**src/rtl/vfm_pkg.sv**
```systemverilog
package vfm_pkg;
  localparam int unsigned REF_W_DEF   = 16;
  localparam int unsigned RECIP_W_DEF = 16;
  localparam int unsigned FRAC_W_DEF  = 16;
  localparam int unsigned N_MOD_DEF   = 4;

  function automatic int unsigned lvl_width(input int unsigned n);
    return $clog2(n + 1) + 1;
  endfunction
endpackage

```
**src/rtl/vfm_scale.sv**
```systemverilog
module vfm_scale #(
  parameter int unsigned REF_W   = 16,
  parameter int unsigned RECIP_W = 16,
  parameter int unsigned RES_W   = 18,
  parameter int unsigned ACC_W   = 34
) (
  input  logic [REF_W-1:0]        ref_i,
  input  logic [RECIP_W-1:0]      recip_i,
  input  logic signed [RES_W-1:0] residue_i,
  output logic signed [ACC_W-1:0] unrounded_o
);
  localparam int unsigned PROD_W = REF_W + RECIP_W + 1;

  logic signed [PROD_W-1:0] ref_x;
  logic signed [PROD_W-1:0] recip_x;
  logic signed [PROD_W-1:0] prod;

  assign ref_x   = PROD_W'($signed(ref_i));
  assign recip_x = PROD_W'({1'b0, recip_i});
  assign prod    = ref_x * recip_x;

  assign unrounded_o = ACC_W'(prod) + ACC_W'(residue_i);
endmodule

```
**src/rtl/vfm_round_sat.sv**
```systemverilog
module vfm_round_sat #(
  parameter int unsigned ACC_W  = 34,
  parameter int unsigned FRAC_W = 16,
  parameter int unsigned N_MOD  = 4,
  parameter int unsigned LVL_W  = 4
) (
  input  logic signed [ACC_W-1:0] x_i,
  output logic signed [LVL_W-1:0] level_o
);
  localparam int unsigned MAG_W = ACC_W - FRAC_W;
  localparam logic [ACC_W-1:0] HALF_U = ACC_W'(1) << (FRAC_W - 1);

  logic             neg;
  logic [ACC_W-1:0] mag;
  logic [ACC_W-1:0] mag_rnd;
  logic [MAG_W-1:0] int_mag;
  logic             sat;
  logic [LVL_W-1:0] lvl_mag;

  // round magnitude so ties move away from zero
  always_comb begin
    neg     = x_i[ACC_W-1];
    mag     = neg ? ACC_W'(-x_i) : ACC_W'(x_i);
    mag_rnd = mag + HALF_U;
    int_mag = mag_rnd[ACC_W-1:FRAC_W];
    sat     = int_mag > MAG_W'(N_MOD);
    lvl_mag = sat ? LVL_W'(N_MOD) : int_mag[LVL_W-1:0];
    level_o = neg ? -$signed(lvl_mag) : $signed(lvl_mag);
  end
endmodule

```
**src/rtl/vfm_residue.sv**
```systemverilog
module vfm_residue #(
  parameter int unsigned ACC_W  = 34,
  parameter int unsigned FRAC_W = 16,
  parameter int unsigned LVL_W  = 4,
  parameter int unsigned RES_W  = 18
) (
  input  logic                    clk_i,
  input  logic                    rst_ni,
  input  logic                    en_i,
  input  logic signed [ACC_W-1:0] x_i,
  input  logic signed [LVL_W-1:0] level_i,
  output logic signed [RES_W-1:0] residue_o
);
  localparam logic signed [ACC_W-1:0] HALF_A = ACC_W'(1) <<< (FRAC_W - 1);
  localparam logic signed [RES_W-1:0] HALF_R = RES_W'(1) <<< (FRAC_W - 1);

  logic signed [ACC_W-1:0] lvl_ext;
  logic signed [ACC_W-1:0] diff;
  logic signed [RES_W-1:0] residue_d;
  logic signed [RES_W-1:0] residue_q;

  always_comb begin
    lvl_ext = ACC_W'(level_i) <<< FRAC_W;
    diff    = x_i - lvl_ext;
    // clamp only bites on saturation; stops wind-up
    if (diff > HALF_A)       residue_d = HALF_R;
    else if (diff < -HALF_A) residue_d = -HALF_R;
    else                     residue_d = RES_W'(diff);
  end

  always_ff @(posedge clk_i or negedge rst_ni) begin
    if (!rst_ni)   residue_q <= '0;
    else if (en_i) residue_q <= residue_d;
  end

  assign residue_o = residue_q;


  residue_bound_chk: assert property (@(posedge clk_i) disable iff (!rst_ni)
    (residue_q <= HALF_R) && (residue_q >= -HALF_R));
endmodule

```
**src/rtl/vfm_level_gen.sv**
```systemverilog
module vfm_level_gen #(
  parameter int unsigned REF_W   = vfm_pkg::REF_W_DEF,
  parameter int unsigned RECIP_W = vfm_pkg::RECIP_W_DEF,
  parameter int unsigned FRAC_W  = vfm_pkg::FRAC_W_DEF,
  parameter int unsigned N_MOD   = vfm_pkg::N_MOD_DEF,
  localparam int unsigned LVL_W  = vfm_pkg::lvl_width(N_MOD)
) (
  input  logic                    clk_i,
  input  logic                    rst_ni,
  input  logic                    sample_i,
  input  logic [REF_W-1:0]        ref_i,
  input  logic [RECIP_W-1:0]      udc_recip_i,
  output logic signed [LVL_W-1:0] level_o,
  output logic                    valid_o
);
  localparam int unsigned ACC_W = REF_W + RECIP_W + 2;
  localparam int unsigned RES_W = FRAC_W + 2;
  localparam logic signed [LVL_W-1:0] N_POS = LVL_W'(N_MOD);

  logic signed [RES_W-1:0] residue;
  logic signed [ACC_W-1:0] unrounded;
  logic signed [LVL_W-1:0] level_d;
  logic signed [LVL_W-1:0] level_q;
  logic                    valid_q;

  vfm_scale #(
    .REF_W(REF_W), .RECIP_W(RECIP_W), .RES_W(RES_W), .ACC_W(ACC_W)
  ) u_scale (
    .ref_i(ref_i), .recip_i(udc_recip_i), .residue_i(residue), .unrounded_o(unrounded)
  );

  vfm_round_sat #(
    .ACC_W(ACC_W), .FRAC_W(FRAC_W), .N_MOD(N_MOD), .LVL_W(LVL_W)
  ) u_round (
    .x_i(unrounded), .level_o(level_d)
  );

  vfm_residue #(
    .ACC_W(ACC_W), .FRAC_W(FRAC_W), .LVL_W(LVL_W), .RES_W(RES_W)
  ) u_residue (
    .clk_i(clk_i), .rst_ni(rst_ni), .en_i(sample_i),
    .x_i(unrounded), .level_i(level_d), .residue_o(residue)
  );

  always_ff @(posedge clk_i or negedge rst_ni) begin
    if (!rst_ni) begin
      level_q <= '0;
      valid_q <= 1'b0;
    end else begin
      valid_q <= sample_i;
      if (sample_i) level_q <= level_d;
    end
  end

  assign level_o = level_q;
  assign valid_o = valid_q;


  level_range_chk: assert property (@(posedge clk_i) disable iff (!rst_ni)
    (level_q <= N_POS) && (level_q >= -N_POS));


  valid_pulse_chk: assert property (@(posedge clk_i) disable iff (!rst_ni)
    sample_i |=> valid_o);


  valid_idle_chk: assert property (@(posedge clk_i) disable iff (!rst_ni)
    !sample_i |=> !valid_o);


  level_hold_chk: assert property (@(posedge clk_i) disable iff (!rst_ni)
    !sample_i |=> $stable(level_o));
endmodule

```
**config.mk**
```make
export PLATFORM = sky130hd
export DESIGN_NAME = vfm_level_gen
export DESIGN_NICKNAME = d
export VERILOG_FILES = /design/src/rtl/vfm_pkg.sv /design/src/rtl/vfm_scale.sv /design/src/rtl/vfm_round_sat.sv /design/src/rtl/vfm_residue.sv /design/src/rtl/vfm_level_gen.sv
export SDC_FILE = /design/constraint.sdc
export NUM_CORES = 1
export LEC_CHECK = 0
export BUFFER_PORTS_ARGS = -buffer_cell sky130_fd_sc_hd__buf_4
export CAP_MARGIN = 20
export CORE_MARGIN = 3
export CORE_UTILIZATION = 45
export CTS_CLUSTER_DIAMETER = 50
export CTS_CLUSTER_SIZE = 28
export DETAILED_ROUTE_END_ITERATION = 16
export PLACE_DENSITY_LB_ADDON = 0.1
export SYNTH_ARGS = -nofsm -noshare
export SYNTH_HDL_FRONTEND = slang
export SYNTH_SLANG_ARGS = --single-unit
export TNS_END_PERCENT = 10
```
**constraint.sdc**
```tcl
create_clock -name clk_i -period 14.6 [get_ports clk_i]
set_clock_uncertainty 0.2 [all_clocks]
set_input_delay 3.65 -clock clk_i [delete_from_list [all_inputs] [get_ports clk_i]]
set_output_delay 3.65 -clock clk_i [all_outputs]
set_load 0.02 [all_outputs]
```
==> metrics <==
Num CTS Buffers 3; syn_area_per_cell 8.077 sq um; FILL cells 2780; FF-to-FF End u_residue.residue_o[3]; RSZ-0062 raised after global routing yes; starting density of the core 46.46%; io pins 40; met3 GRT Util 1.455%; Mapped Area 13990 sq um; Worst EP required 14580 ps; WHS Path Cells 2; Starting DRT DRC Count 744; CP max-delay cell or4b_4; Yosys top cell area share 32.63%; run status complete, but fails checks; vias in the first global route 14190; remaining global-route overflow 0; Slew @ Worst Pin 720.8 ps; CP dominant cell by count fa_1; most used flip-flop cell after synthesis dfrtp_1; Synth warnings 0; P&R area growth vs syn 30.80%; Die ar. 33240 sq um; TritonCTS clock tree built; Max Fanout on Critical Path 15; ys async rst share 100.0%; violations in the final reports setup timing; post-layout instance area 18300 sq um; ANT cells 0; core area 30110 sq um; final setup fails 16; hold path endpoint level_o[1]; Std-Cell Rows 63; final hold slack 332.2 ps; routed wire length 41880 um; final hold vios 0; Antenna Nets Post-Route 0; Die H 182.3 um; DRC 0; HP Start level_o[1]; routability congestion estimate 0.9341; first-pass GRT wire length 70630 um; IO buf count 39; layout net count 2501; Mapped Nets 2128; top post-synthesis cells by area fa_1 33%, ha_1 12%, inv_1 8.9%; FF-to-FF setup slack 3340 ps; clock latency on the worst-skew pair 250 ps; final max-slew violation count 0; dpl hpwl 36270 um; Slew headroom 51.60%; DP Area 17480 sq um; DR vias 13390; CP endpoint kind flip-flop; clock edge transition at the registers on the reported setup and hold paths 60 ps; met1 GRT Util 36.57%; number of synthesized flops with an enable pin 0; max-cap check violation count 0; f_max 65.77 MHz; Hold-fix buffers, CTS 0; Synth Instances 1732; initial antenna violation count 0; Sinks on Clock Net 23; minimum clock period 15200 ps; final worst-path cycle share 104.1%; Worst Slack Setup Final -604.5 ps; Final Util 60.77%; met2 usage 44.68%; Vias/cell 5.369; Tightest Hold Check Type reg2reg; DP Worst Slack -1208 ps; CP Class in2reg; synth unique cells 91; worst endpoint data arrival time 15180 ps; clock root buffer clkbuf_16; Seq/Total Area, Yosys 4.114%; routed wire length per instance 16.79 um; DRT Pass-1 Iters 5; crit path launch type input pin; share of layout cells above drive strength 1 28.61%; crit-path max cell delay 570 ps; FF-to-FF path depth 46; pin count of the biggest net entering global routing 37; FF-to-FF Start u_residue.residue_o[15]; post-synthesis register bit count 23; CTS Buffer Depth 2; GR peak layer met2; Overall Global Routing Usage 25.87%; Die X 182.3 um; largest area contributor in the netlist fa_1; CTS H-tree lvls 1
cell usage in the layout (no fill, tap or decap), types with 12 or more instances in the layout:
cell type | Yosys | routed
a21oi_2 | 11 | 25
nor2b_1 | 19 | 16
nand4_1 | 21 | 21
mux2i_1 | 13 | 12
nor4_1 | 18 | 12
nand2_1 | 200 | 190
buf_4 | 0 | 439
a21o_1 | 27 | 26
and2_1 | 128 | 120
fa_1 | 228 | 226
nor2_1 | 67 | 57
a21oi_1 | 64 | 48
ha_1 | 133 | 127
o21ai_0 | 53 | 36
o211ai_1 | 16 | 16
nand3_1 | 29 | 27
dfrtp_1 | 23 | 23
xnor2_1 | 28 | 27
o21a_1 | 13 | 12
inv_1 | 330 | 330
nor3_1 | 24 | 16
nand2b_1 | 12 | 12
logic make-up (layout without fill, tap and decap cells):
logic type	count (synthesis)	after routing	synth area share [%]
adders and majority gates	361	361	44.52
AOI/OAI and AO/OA	303	303	15.01
buffers and inverters	406	778	11.02
DFF	23	23	4.114
xor gates and xnor gates	41	41	2.621
muxes	16	16	1.172
and+or+nand+nor	582	582	21.55
worst max-delay path: cells and delay by family:
kind | cells | cell delay [ps]
compound gates | 19 | 4210
buf+inv | 11 | 1210
simple gates | 13 | 2580
fa+ha+maj | 8 | 3310
xor+xnor | 1 | 190
cells in the mapped netlist (10+ instances only):
cell type / number
a211oi_1: 16
a21boi_0: 10
a21o_1: 27
a21oi_1: 64
a21oi_2: 11
a31oi_1: 10
and2_1: 128
clkbuf_1: 63
dfrtp_1: 23
fa_1: 228
ha_1: 133
inv_1: 330
mux2i_1: 13
nand2_1: 200
nand2b_1: 12
nand3_1: 29
nand4_1: 21
nor2_1: 67
nor2b_1: 19
nor3_1: 24
nor4_1: 18
o211ai_1: 16
o21a_1: 13
o21ai_0: 53
or3_1: 10
xnor2_1: 28
xor2_1: 12
final cells by class:
| type | instances | area (sq um) | share of cell area (%) |
|---|---|---|---|
| Inverter | 331 | 1242 | 6.790 |
| Sequential cell | 23 | 575.6 | 3.145 |
| Clock buffer | 4 | 78.83 | 0.4308 |
| Tap cell | 390 | 488.0 | 2.667 |
| Timing Repair Buffer | 443 | 3358 | 18.35 |
| Multi-Input combinational cell | 1303 | 12560 | 68.62 |
state kept, by name, indices dropped and copies added (netlist names):
| name | count |
|---|---|
| u_residue.residue_o | 18 |
| level_o | 4 |
| valid_o | 1 |
worst max path at each step:
stage	from	to	slack, ps	cells past startpoint
2_1_floorplan	ref_i[4]	u_residue.residue_o[13]	-220	57
3_3_place_gp	udc_recip_i[6]	u_residue.residue_o[7]	-1070	52
3_5_place_dp	udc_recip_i[6]	u_residue.residue_o[0]	-1210	51
4_1_cts	ref_i[14]	u_residue.residue_o[0]	-420	50
5_1_grt	udc_recip_i[9]	u_residue.residue_o[2]	-1110	58
6_report	ref_i[4]	u_residue.residue_o[3]	-600	52
stage by stage:
step	cells	TNS [ps]
6_report	2494	-9270
5_1_grt	2494	-17850
4_1_cts	2482	-6478
3_5_place_dp	2451	-20460
3_3_place_gp	2451	-18140
2_1_floorplan	1732	-2922
routing by layer:
layer  vias to the layer above  routed length [um]
met2                       288               19990
met1                      6666               19490
met3                        45                1582
met5                         -                   0
met4                         0                 819
li1                       6392                   -
timing repair:
action,in CTS,in global routing
resized for setup,53,49
pin swaps,20,24
cloned,0,0
setup endpoints to repair,18,18
setup buffers,27,12
Power is not shown: default switching activity piles up to over one toggle a cycle in this logic, so the estimate is an artifact.
